--- src/rtl/pte_ad_updater.sv ---
module pte_ad_updater #(
  parameter int AW    = 48,
  parameter int P_BIT = 0,
  parameter int A_BIT = 5,
  parameter int D_BIT = 6
) (
  input  logic          clk,
  input  logic          rst_n,
  input  logic          req_valid,
  output logic          req_ready,
  input  logic [AW-1:0] req_addr,
  input  logic [63:0]   req_desc,
  input  logic          req_write,
  input  logic [1:0]    track_mode,
  output logic          done_o,
  output logic          fault_o,
  output logic          misalign_o,
  output logic          mem_lock,
  output logic          mem_rd,
  output logic          mem_wr,
  output logic [AW-1:0] mem_addr,
  output logic [63:0]   mem_wdata,
  input  logic [63:0]   mem_rdata,
  input  logic          mem_ack
);

  localparam logic [63:0] AD_MASK = (64'd1 << A_BIT) | (64'd1 << D_BIT);

  typedef enum logic [1:0] {S_IDLE, S_RD, S_WR} state_t;

  state_t        st;
  logic [AW-1:0] addr_q;
  logic          wr_q, dmode_q;
  logic [63:0]   wdata_q;

  function automatic logic needs_mark(logic [63:0] d, logic wr, logic dm);
    return !d[A_BIT] || (wr && dm && !d[D_BIT]);
  endfunction

  function automatic logic [63:0] marked(logic [63:0] d, logic wr, logic dm);
    logic [63:0] r;
    r = d;
    r[A_BIT] = 1'b1;
    if (wr && dm) r[D_BIT] = 1'b1;
    return r;
  endfunction

  wire accept   = req_valid && req_ready;
  wire tracking = track_mode[0];
  wire dirty_on = &track_mode;
  wire misalign = |req_addr[2:0];

  assign req_ready = (st == S_IDLE);
  assign mem_lock  = (st != S_IDLE);
  assign mem_rd    = (st == S_RD);
  assign mem_wr    = (st == S_WR);
  assign mem_addr  = addr_q;
  assign mem_wdata = wdata_q;

  always_ff @(posedge clk or negedge rst_n) begin
    if (!rst_n) begin
      st         <= S_IDLE;
      addr_q     <= '0;
      wr_q       <= 1'b0;
      dmode_q    <= 1'b0;
      wdata_q    <= '0;
      done_o     <= 1'b0;
      fault_o    <= 1'b0;
      misalign_o <= 1'b0;
    end else begin
      done_o     <= 1'b0;
      fault_o    <= 1'b0;
      misalign_o <= 1'b0;
      case (st)
        S_IDLE: if (accept) begin
          if (misalign)              misalign_o <= 1'b1;
          else if (!req_desc[P_BIT]) fault_o    <= 1'b1;
          else if (tracking && needs_mark(req_desc, req_write, dirty_on)) begin
            st      <= S_RD;
            addr_q  <= req_addr;
            wr_q    <= req_write;
            dmode_q <= dirty_on;
          end else done_o <= 1'b1;
        end
        S_RD: if (mem_ack) begin
          if (needs_mark(mem_rdata, wr_q, dmode_q)) begin
            wdata_q <= marked(mem_rdata, wr_q, dmode_q);
            st      <= S_WR;
          end else begin
            st     <= S_IDLE;
            done_o <= 1'b1;
          end
        end
        S_WR: if (mem_ack) begin
          st     <= S_IDLE;
          done_o <= 1'b1;
        end
        default: st <= S_IDLE;
      endcase
    end
  end

  logic [63:0] seen_q;
  always_ff @(posedge clk or negedge rst_n) begin
    if (!rst_n) seen_q <= '0;
    else if (mem_rd && mem_ack) seen_q <= mem_rdata;
  end

  assert_one_result_R11: assert property (@(posedge clk) disable iff (!rst_n)
    $onehot0({done_o, fault_o, misalign_o}));
  assert_aligned_access_R2: assert property (@(posedge clk) disable iff (!rst_n)
    (mem_rd || mem_wr) |-> (mem_addr[2:0] == 3'd0));
  assert_write_follows_read_R10: assert property (@(posedge clk) disable iff (!rst_n)
    $rose(mem_wr) |-> $past(mem_rd && mem_ack && mem_lock));
  assert_release_with_done_R10: assert property (@(posedge clk) disable iff (!rst_n)
    $fell(mem_lock) |-> ($past(mem_ack) && done_o));
  assert_keep_other_bits_R9: assert property (@(posedge clk) disable iff (!rst_n)
    mem_wr |-> ((((mem_wdata ^ seen_q) & ~AD_MASK) == 64'd0) && mem_wdata[A_BIT]));
  assert_fault_unlocked_R3: assert property (@(posedge clk) disable iff (!rst_n)
    (fault_o || misalign_o) |-> !mem_lock);

endmodule

--- config.mk ---
export PLATFORM = sky130hd
export DESIGN_NAME = pte_ad_updater
export DESIGN_NICKNAME = d
export VERILOG_FILES = /design/src/rtl/pte_ad_updater.sv
export SDC_FILE = /design/constraint.sdc
export NUM_CORES = 1
export LEC_CHECK = 0
export BUFFER_PORTS_ARGS = -buffer_cell sky130_fd_sc_hd__buf_4
export CORE_MARGIN = 10
export CORE_UTILIZATION = 35
export DETAILED_ROUTE_END_ITERATION = 12
export PLACE_DENSITY = 0.71
export SETUP_SLACK_MARGIN = 0.5
export SYNTH_ARGS = -nofsm -noshare
export SYNTH_HDL_FRONTEND = slang
export SYNTH_SLANG_ARGS = --single-unit
--- constraint.sdc ---
create_clock -name clk -period 1.6 [get_ports clk]
set_input_delay 0.32 -clock clk [delete_from_list [all_inputs] [get_ports clk]]
set_output_delay 0.32 -clock clk [all_outputs]
set_load 0.05 [all_outputs]
# Word-level counts from Yosys, hierarchy flattened
# Index checks and enable logic that the tools add are counted.
# classes
bitwise_logic	1
reduce_logical	19
n_mux	24
n_eq_ne	8
# op_table
op	n
$mux 1	15
$mux 2	7
$ne 2x1->1 const B	5
$logic_and 1x1->1	6
$pmux 2 s3	1
$reduce_and 6->1	1
$reduce_and 5->1	1
$logic_not 1->1	4
$pmux 1 s3	1
$reduce_and 3->1	1
$reduce_or 3->1	1
$eq 2x1->1 const B	1
$eq 2x2->1 const B	1
$logic_not 2->1	1
$logic_or 1x1->1	2
$ne 2x2->1 const B	1
$reduce_and 2->1	1
$reduce_bool 2->1	1
$not 1->1	1
# word_totals
register_bits	119
out_inout_bits	119
inputBits	183

# Longest topological paths before layout
# depth
depth_word	10
ltp_mapped	5

# Least setup slack after synthesis
# OpenSTA, ideal clock, no wires.
# synth_timing
kind	register to output
from	register st[0]
to	output mem_lock
t_required_ns	1.280
path_stages_with_launch	3
n_path_buf	0
t_arrival_ns	1.574
path_slack_ns	-0.294
cell_sequence	dfrtp_1 nor2_1 inv_1
# synth_between
elab_chain_len	1
# synth_lines
element	line_no	rtl
start, declared	31	state_t st;
start signal, assigned	62	st <= S_IDLE;
start signal, assigned	79	st <= S_RD;
start signal, assigned	88	st <= S_WR;
$reduce_bool 2->1	54	assign mem_lock = (st != S_IDLE);
end, declared	18	output logic mem_lock,
# No other way between the ends.

# Worst setup path after layout
# layout_timing
from	register st[0]
to	register addr_q[17], in the netlist mem_addr[17]
# layout_between
elab_chain_len	3
# layout_lines
element	line_no	rtl
$logic_not 2->1 (*)	53, 74	
$logic_and 1x1->1	48	wire accept = req_valid && req_ready;
$reduce_and 5->1 (no source line) (*)	n/a	
end signal, assigned	80	addr_q <= req_addr;
end, declared	32	logic [AW-1:0] addr_q;
# Mark *: on every way between the ends. The rest lies on a longest branch, timed or not.
# A chain may end at the register's enable or synchronous reset.

==> out/summary.txt <==
die width: 136 microns
Placed Area: 7210 sq um
WHS Endpoint: fault_o
clk sinks: 119
Reg clk slew, reported paths: 0.05 ns
vias in the first global route: 4041
via count: 3692
HPWL Detailed: 10900 microns
fin crit share: 108%
Power Internal: 7.85 mW
starting DRC count in detailed routing: 119
core area: 13200 sq um
# rows: 42
Placer Congestion: 0.758
Worst slew margin: 80.0%
register area share after synthesis: 63.5%
layout cells sized above 1: 78.7%
power share of the clock group: 29.6%
flops & latches, synth: 119
Synth Cell Area: 4690 sq um
Max Clk Rate: 581 MHz
CTS tree: built
Synth cell types: 28
global-route wire length before repair: 22700 microns
synth-to-layout area growth: 97.0%
startpoint types: flip-flop
Skew-Pair Late Insertion Delay: 0.41 ns
sequential power share: 32.7%
Sw Pwr: 3.85 mW
total CTS buffers: 17
full die area: 18400 sq um
final WL: 15800 microns
post-synth top area cell: dfrtp_1
# DRC: 0
Synth Area per Inst: 17.3 sq um
number of enable flip-flop cells after synthesis: 0
Logic pwr share: 37.6%
Antenna Nets Post-Route: 0
Synth async-reset ratio: 100%
ys flop type: dfrtp_1
Post-Syn Nets: 454
Least-Margin Pin Slew: 0.299 ns
max_cap viols: 0
Leak: 4.90 nW
Congestion Overflow GR: 0
initial antenna violation count: 0
critical path fanouts, max: 6
total track usage: 16.0%
most common cell in the netlist: dfrtp_1
Power per Cell Area: 1270 nW/um^2
setup ws final: -0.121 ns
Worst VDD drop: 0.651 mV
# port buffers: 240
r2r startpoint: st[0]
r2r setup slk: -0.12 ns
Final setup viols: 106
die height: 136 microns
Synth area leaders: dfrtp_1 63%, mux2_2 15%, mux2_4 13%, buf_6 2.4%, mux2_1 1.2%
Sw Ratio: 32.9%
post-layout instance area: 9240 sq um
worst hold path class: primary input to flip-flop
worst setup path class: flip-flop to flip-flop
H-tree levels: 4
diode count: 0
post-synthesis cell count: 271
Hold Crit Depth: 2
WP data required: 1.89 ns
Core Util, Final: 70.1%
RR Endpoint: mem_addr[17]
I/O pin total: 302
Root Buffer: clkbuf_16
effective utilization at floorplan: 35.6%
max-slew violation count: 0
min cycle time layout: 1.72 ns
worst hold path startpoint: req_desc[0]
Final Hold Viols: 0
Longest Clk Path Bufs: 2
yosys warns: 0
commonest cells in the netlist: 119 x dfrtp_1, 63 x mux2_2, 40 x mux2_4, 10 x buf_6, 6 x inv_1
critical path endpoint category: flip-flop
largest net degree at the start of global routing: 48
routed len/inst: 18.8 microns
outcome: complete, but fails checks
RSZ-0062 raised after global routing: yes
FF-to-FF path depth: 5
CP arrival: 2.01 ns
area share of the largest cell type after synthesis: 63.5%
final net count: 840
Clock Skew: 0.00969 ns
Avg Vias per Cell: 4.38
drt first pass iters: 4
failing checks: setup timing
worst max path at each step:
stage               endpoint  slack (ns)          from
6_report        mem_addr[17]       -0.12         st[0]
3_5_place_dp   mem_wdata[46]       -0.24  mem_rdata[6]
3_3_place_gp    mem_wdata[3]       -0.21  mem_rdata[6]
5_1_grt        mem_wdata[46]       -0.17         st[1]
2_1_floorplan   mem_addr[10]        0.05         st[0]
4_1_cts               mem_wr        -0.1         st[0]
layout make-up:
class	count	area, sq um
Fill cell	835	3950
Timing Repair Buffer	379	3620
Sequential cell	119	2980
Multi-Input combinational cell	134	1850
Clock buffer	24	492
Tap cell	176	220
Clock inverter	4	47.5
Inverter	6	26.3
registers in the layout, indices dropped and copies added (netlist names):
name / flops
wr_q: 1
st: 2
done_o: 1
mem_addr: 48
misalign_o: 1
fault_o: 1
dmode_q: 1
mem_wdata: 64
placed cells by master (no fill, tap or decap), types with 2 or more instances in the layout:
master      netlist  routed
and2_1            3       3
buf_12            0       9
buf_16            0       2
buf_4             1     224
buf_6            10     128
buf_8             0      12
clkbuf_1          0       3
clkbuf_16         0      20
clkbuf_8          0       4
clkinv_2          0       2
clkinvlp_4        0       2
dfrtp_1         119     118
inv_1             6       4
mux2_4           40     107
mux2i_1           2       2
nand2_1           3       2
routing by layer:
metal	GRT usage, %	up-vias	share of wire [%]
met2	27.2	144	52
met1	17.7	1805	38
met3	6.27	19	8.1
li1	-	1724	-
met5	0	-	0
met4	5.80	0	1.7
timing repair:
item | 4_1_cts | 5_1_grt
buffers inserted | 56 | 47
pin swaps | 4 | 4
setup endpoints to repair | 236 | 237
gates resized for setup | 146 | 17
hold buffers | 1 | 0
hold endpoints to repair | 17 | 0
cloned | 1 | 3
metrics by stage:
step	std cells	setup slack [ns]	power [mW]	hold WS (ns)	setup TNS, ns
after floorplan	271	0.0507	6.03	0.0244	0
after global placement	706	-0.210	7.28	0.226	-12.96
after detailed placement	706	-0.236	7.33	0.226	-14.99
after CTS	792	-0.0994	11.6	0.0579	-5.33
after global routing	842	-0.167	12.2	0.0629	-13.47
final	842	-0.121	11.7	0.0750	-8.06
power by group through the flow:
stage	Combinational, mW	Sequential, mW	Clock [mW]
detailed placement	3.53	3.80	0
global placement	3.51	3.77	0
floorplan	0.672	5.36	0
CTS	4.16	3.82	3.57
finish	4.41	3.83	3.47
global route	4.58	3.87	3.72
cell families after synthesis:
| family | synth area share, % |
|---|---|
| simple gates | 2.19 |
| compound gates | 1.63 |
| buf+inv | 3.15 |
| flops | 63.5 |
| mux | 29.6 |
worst max-delay path, stage by stage (launching register included):
cell	delay, ns
dfrtp_2	0.45
and4bb_2	0.36
o2111ai_4	0.16
buf_12	0.20
clkbuf_16	0.15
mux2_4	0.29
Power figures use the tool's default switching activity.
